[src/rtl/memtest_seq.sv]
module memtest_seq #(
  parameter int LINE_AW = 16,
  parameter int CNT_W   = 16
) (
  input  logic               clk,
  input  logic               rst_n,
  input  logic               cfg_we,
  input  logic [2:0]         cfg_addr,
  input  logic [31:0]        cfg_wdata,
  output logic [31:0]        cfg_rdata,
  output logic               mem_req,
  output logic               mem_we,
  output logic [LINE_AW+2:0] mem_addr,
  output logic [63:0]        mem_wdata,
  input  logic               mem_ready,
  input  logic [63:0]        mem_rdata
);
  localparam logic [63:0] PAT_BASE = 64'h5AA55AA55AA55AA5;
  localparam logic [63:0] PAT_INV  = ~PAT_BASE;
  localparam logic [63:0] PAT_WTR  = 64'hC33C0000C33C0000;
  localparam logic [63:0] PAT_RTR  = 64'hAA5555AAAA5555AA;
  localparam logic [CNT_W-1:0] CNT_MAX = {CNT_W{1'b1}};

  logic [2:0]         mode_q;
  logic               halt_q, train_q, go_q, busy, bad_q;
  logic [LINE_AW-1:0] first_q, last_q, line_q;
  logic [2:0]         word_q;
  logic [1:0]         pass_q;
  logic [7:0]         err_q, lane_bad, lane_hit, err_nx;
  logic [CNT_W-1:0]   cnt_q;

  wire is_test   = (mode_q == 3'd1);
  wire is_single = mode_q[1];
  wire rd_pass   = is_test ? pass_q[0] : (mode_q == 3'd3);

  logic [63:0] pat;
  always_comb begin
    if (mode_q == 3'd0)  pat = '0;
    else if (is_single)  pat = train_q ? PAT_RTR : PAT_WTR;
    else                 pat = pass_q[1] ? PAT_INV : PAT_BASE;
  end

  assign mem_req   = busy;
  assign mem_we    = ~rd_pass;
  assign mem_addr  = {line_q, word_q};
  assign mem_wdata = pat;

  for (genvar i = 0; i < 8; i++) begin : g_lane
    assign lane_bad[i] = mem_rdata[8*i +: 8] != pat[8*i +: 8];
  end

  wire beat      = busy & mem_ready;
  wire mism      = beat & rd_pass & (|lane_bad);
  assign lane_hit = mism ? lane_bad : 8'h00;
  assign err_nx   = err_q | lane_hit;
  wire line_end  = (word_q == 3'd7);
  wire pass_end  = line_end & (is_single | (line_q == last_q));
  wire last_pass = is_test ? (pass_q == 2'd3) : 1'b1;
  wire done      = beat & ((halt_q & mism) |
                           (pass_end & (last_pass | (rd_pass & (|err_nx)))));

  wire ctrl_wr = cfg_we & (cfg_addr == 3'd0) & ~busy;
  wire go_edge = ctrl_wr & cfg_wdata[8] & ~go_q;
  wire start   = go_edge & ~cfg_wdata[2];
  wire bad_go  = go_edge & cfg_wdata[2];
  wire clr     = cfg_we & (cfg_addr == 3'd3) & cfg_wdata[12];
  wire unused_wdata = &{1'b0, cfg_wdata[31:13], cfg_wdata[11:9], cfg_wdata[7:5]};

  always_ff @(posedge clk) begin
    if (!rst_n) begin
      mode_q <= '0; halt_q <= 1'b0; train_q <= 1'b0; go_q <= 1'b0;
      first_q <= '0; last_q <= '0;
    end else begin
      if (ctrl_wr) begin
        mode_q  <= cfg_wdata[2:0];
        halt_q  <= cfg_wdata[3];
        train_q <= cfg_wdata[4];
        go_q    <= cfg_wdata[8];
      end
      if (cfg_we && cfg_addr == 3'd1 && !busy) first_q <= cfg_wdata[LINE_AW-1:0];
      if (cfg_we && cfg_addr == 3'd2 && !busy) last_q  <= cfg_wdata[LINE_AW-1:0];
    end
  end

  always_ff @(posedge clk) begin
    if (!rst_n) begin
      busy <= 1'b0; pass_q <= '0; line_q <= '0; word_q <= '0;
    end else if (start) begin
      busy <= 1'b1; pass_q <= '0; line_q <= first_q; word_q <= '0;
    end else if (done) begin
      busy <= 1'b0;
    end else if (beat) begin
      word_q <= word_q + 3'd1;
      if (pass_end) begin
        pass_q <= pass_q + 2'd1;
        line_q <= first_q;
      end else if (line_end) begin
        line_q <= line_q + 1'b1;
      end
    end
  end

  always_ff @(posedge clk) begin
    if (!rst_n || clr) begin
      err_q <= '0; cnt_q <= '0; bad_q <= 1'b0;
    end else begin
      err_q <= err_nx;
      if (mism && cnt_q != CNT_MAX) cnt_q <= cnt_q + 1'b1;
      if (bad_go) bad_q <= 1'b1;
    end
  end

  always_comb begin
    case (cfg_addr)
      3'd0:    cfg_rdata = {23'd0, go_q, 3'd0, train_q, halt_q, mode_q};
      3'd1:    cfg_rdata = 32'(first_q);
      3'd2:    cfg_rdata = 32'(last_q);
      3'd3:    cfg_rdata = {1'b0, busy, 14'd0, err_q, 7'd0, bad_q};
      3'd4:    cfg_rdata = 32'(cnt_q);
      default: cfg_rdata = 32'd0;
    endcase
  end
endmodule

[config.mk]
export PLATFORM = sky130hd
export DESIGN_NAME = memtest_seq
export DESIGN_NICKNAME = d
export VERILOG_FILES = /design/src/rtl/memtest_seq.sv
export SDC_FILE = /design/constraint.sdc
export NUM_CORES = 1
export LEC_CHECK = 0
export BUFFER_PORTS_ARGS = -buffer_cell sky130_fd_sc_hd__buf_2
export CORE_MARGIN = 1.5
export CORE_UTILIZATION = 50
export DETAILED_ROUTE_END_ITERATION = 12
export PLACE_DENSITY = 0.8
export SYNTH_ARGS = -nofsm -noshare
export SYNTH_HDL_FRONTEND = slang
export SYNTH_SLANG_ARGS = --single-unit
export TNS_END_PERCENT = 1
[constraint.sdc]
create_clock -name clk -period 6.4 [get_ports clk]
set_input_delay 0.32 -clock clk [delete_from_list [all_inputs] [get_ports clk]]
set_output_delay 0.32 -clock clk [all_outputs]
set_load 0.05 [all_outputs]
==> flow_summary.json <==
{
  "synth_compound_area_share_pct": 20.7,
  "peakVddDrop_mv": 0.146,
  "drtIter0Drc": 656,
  "clkLatencyLatePin_ps": 350,
  "grt_pass1_vias": 5708,
  "ctsResizeCount": 0,
  "die_width_microns": 115,
  "ant_nets": 0,
  "combPwrFrac_pct": 15.8,
  "hold_start": "cfg_wdata[13]",
  "fin_util_pct": 58.4,
  "ys_warn_count": 0,
  "synth_seq_cells": 85,
  "swShare_pct": 29.8,
  "synth_edf_count": 0,
  "finalMaxSlewViolations": 0,
  "cpLargestDelayFamily": "compound AO/OA/AOI/OAI gates",
  "grt_pass1_wl_mm": 27.8,
  "cpPeakStageDelay_ps": 880,
  "overflow": 0,
  "synth_top_family_by_area": "simple AND/OR/NAND/NOR gates",
  "relSlewSlack_pct": 24.8,
  "yosys.area.top_type": "dfxtp_1",
  "synth.area.top_cells": "dfxtp_1 27%, buf_4 8.6%, nand2_1 8.2%, nor2_1 4.5%, a21boi_0 4.0%",
  "coreArea_sq_um": 12100,
  "syn_inst": 822,
  "yosys.area_share.adder_pct": 1.01,
  "cap_violations": 0,
  "yosys_most_used_dff": "dfxtp_1",
  "cts-root-buf": "clkbuf_16",
  "synth_cell_types": 75,
  "cts_tree": "done",
  "grt_start_max_net_pins": 58,
  "grt_usage_pct": 26.6,
  "async_flop_share_pct": 0,
  "htree_num_levels": 3,
  "p_leak_nw": 2.97,
  "avgSynthCellArea_sq_um": 7.57,
  "cp_cell_sequence": "o21bai_2 -> o21ai_1 -> nand3_1 -> a221o_1 -> or4_4 -> o31ai_4 -> o2111a_1 -> and2b_1 -> mux2_2 -> o221a_2",
  "dieArea_sq_um": 13100,
  "fmax_ghz": 0.210,
  "die_h_microns": 115,
  "hpwl_mm": 13.3,
  "cts_post_setup_buffers_inserted": 0,
  "required_ps": 6640,
  "boundaryPins": 220,
  "synthToLayoutAreaGrowth_pct": 13.2,
  "period_share_pct": 74.3,
  "io_buffers": 188,
  "synth_xor_area_share_pct": 4.78,
  "worst_slew_pin_slew_ps": 1120,
  "wire_per_inst_microns": 16.3,
  "p_clk_share_pct": 42.1,
  "hp-class": "in2reg",
  "path_clk_slew_ps": 70,
  "status": "finished, final reports clean",
  "netSwitchingPower_mw": 0.384,
  "skew_ps": 10.6,
  "crit_slowest_cell": "o21ai_1",
  "synthMostInstantiatedCell": "nand2_1",
  "viasPerCell": 5.70,
  "cts_hold_buf": 0,
  "hold_viol_final": 0,
  "fin_nets": 1033,
  "yosysTopAreaCellShare_pct": 27.3,
  "num_rows": 40,
  "power_frac_seq_pct": 42.1,
  "fill_cells": 1146,
  "finalSetupViolCount": 0,
  "initial_core_util_pct": 51.6,
  "hold_ws_ps": 231,
  "arrival_ps": 5000,
  "clock_sinks": 85,
  "vias": 6255,
  "seq_area_frac_synth_pct": 27.3,
  "rsz0062_at_grt": "false",
  "cts_buffer_depth": 2,
  "globalplace.congestion": 0.856,
  "worst-path-max-fanout": 20,
  "drc": 0,
  "final_layout_size_suffix_gt1_share_pct": 27.3,
  "routed_wl_mm": 17.9,
  "synth_commonest_cells": "136 x nand2_1, 85 x dfxtp_1, 74 x nor2_1",
  "finalSetupTns_ps": 0,
  "firstDrtPassIters": 6,
  "cp-start-kind": "register",
  "end_kind": "register",
  "path_buf_inv": 0,
  "p_int_mw": 0.907,
  "period_minus_slack_ps": 4760,
  "cts_buffers": 9,
  "diodes": 0,
  "reg2reg_from": "mode_q[2]",
  "power.density_nw_per_um2": 183,
  "synth_area_sq_um": 6220,
  "antenna_found_initial": 0,
  "critical_path_class": "reg2reg",
  "critPathLaunch": "mode_q[2]",
  "synth-simple-area-share_pct": 28.4,
  "synthMuxAreaShare_pct": 5.33
}
## flip-flops by register name, summed over array words and instances (netlist names)
| signal | count |
|---|---|
| cnt_q | 16 |
| go_q | 1 |
| mode_q | 3 |
| bad_q | 1 |
| train_q | 1 |
| pass_q | 2 |
| mem_req | 1 |
| last_q | 16 |
| word_q | 3 |
| halt_q | 1 |
| first_q | 16 |
| line_q | 16 |
| err_q | 8 |
## through the flow
stage	instances	total power, mW	area (sq um)	worst slack [ps]
3_5_place_dp	1082	0.757	6740	1670
6_report	1098	1.29	7050	1640
2_1_floorplan	836	0.709	6280	2010
4_1_cts	1098	1.29	7050	1660
3_3_place_gp	1082	0.753	6740	1720
5_1_grt	1098	1.32	7050	1280
## power groups by stage
stage	clock, mW	combinational [mW]	sequential [mW]
after floorplan	0	0.153	0.555
after global placement	0	0.198	0.555
after detailed placement	0	0.201	0.555
after CTS	0.544	0.202	0.543
after global routing	0.562	0.219	0.544
final	0.543	0.204	0.543
## routing by layer
layer	vias to the layer above	track usage, %	wire length [microns]
met4	0	8.25	477
met5	-	0	0
met1	2907	34.0	7750
met3	39	6.56	1370
li1	3032	-	-
met2	277	44.3	8320
## layout by cell type, fill, tap and decap left out, types with 5 or more instances in the layout
master and n:
conb_1 15, buf_2 188, nand2b_1 10, mux2_2 9, clkbuf_16 9, o32ai_1 6
a21boi_0 33, nand4_1 12, o22ai_1 7, a22oi_1 12, dfxtp_1 85, inv_6 5
nor2_1 74, or3_1 13, inv_1 5, nor4_1 9, nand2_1 136, xnor2_1 22
nor3_1 18, nand3_1 25, o21ai_0 33, mux2i_1 23, a221oi_2 5, and3_1 9
a211oi_1 12, buf_4 7, nand3b_1 6, a21oi_1 28, ha_1 5, xor2_1 12
nor2b_1 13, or2_2 8
## path summary, 6_finish.rpt
path	to	slack [ps]	depth (start not counted)
max reg2reg	line_q[5]	1640	10
min reg2reg	first_q[8]	480	2
max	line_q[5]	1640	10
min	first_q[13]	230	3
## cell families after synthesis
group	count (synthesis)
XOR/XNOR	34
flip-flops	85
adder cells (fa/ha/maj)	5
multiplexers	32
AND/OR/NAND/NOR	364
other	1
AO/OA/AOI/OAI	178
buffers and inverters	123
## tightest hold or removal path: cells and delay by family
kind            cells  cell delay (ps)
simple gates        1               50
compound gates      1               60
buf+inv             1              100
## final cells by class
cell class,instances,area [sq um],area share (%)
clock buffer,9,225,3.20
clock inverter,7,78.8,1.12
inverter,6,22.5,0.320
multi-input combinational,628,3810,54.1
sequential,85,1700,24.2
tap,168,210,2.98
timing repair buffer,195,993,14.1
Power figures use the tool's default switching activity.
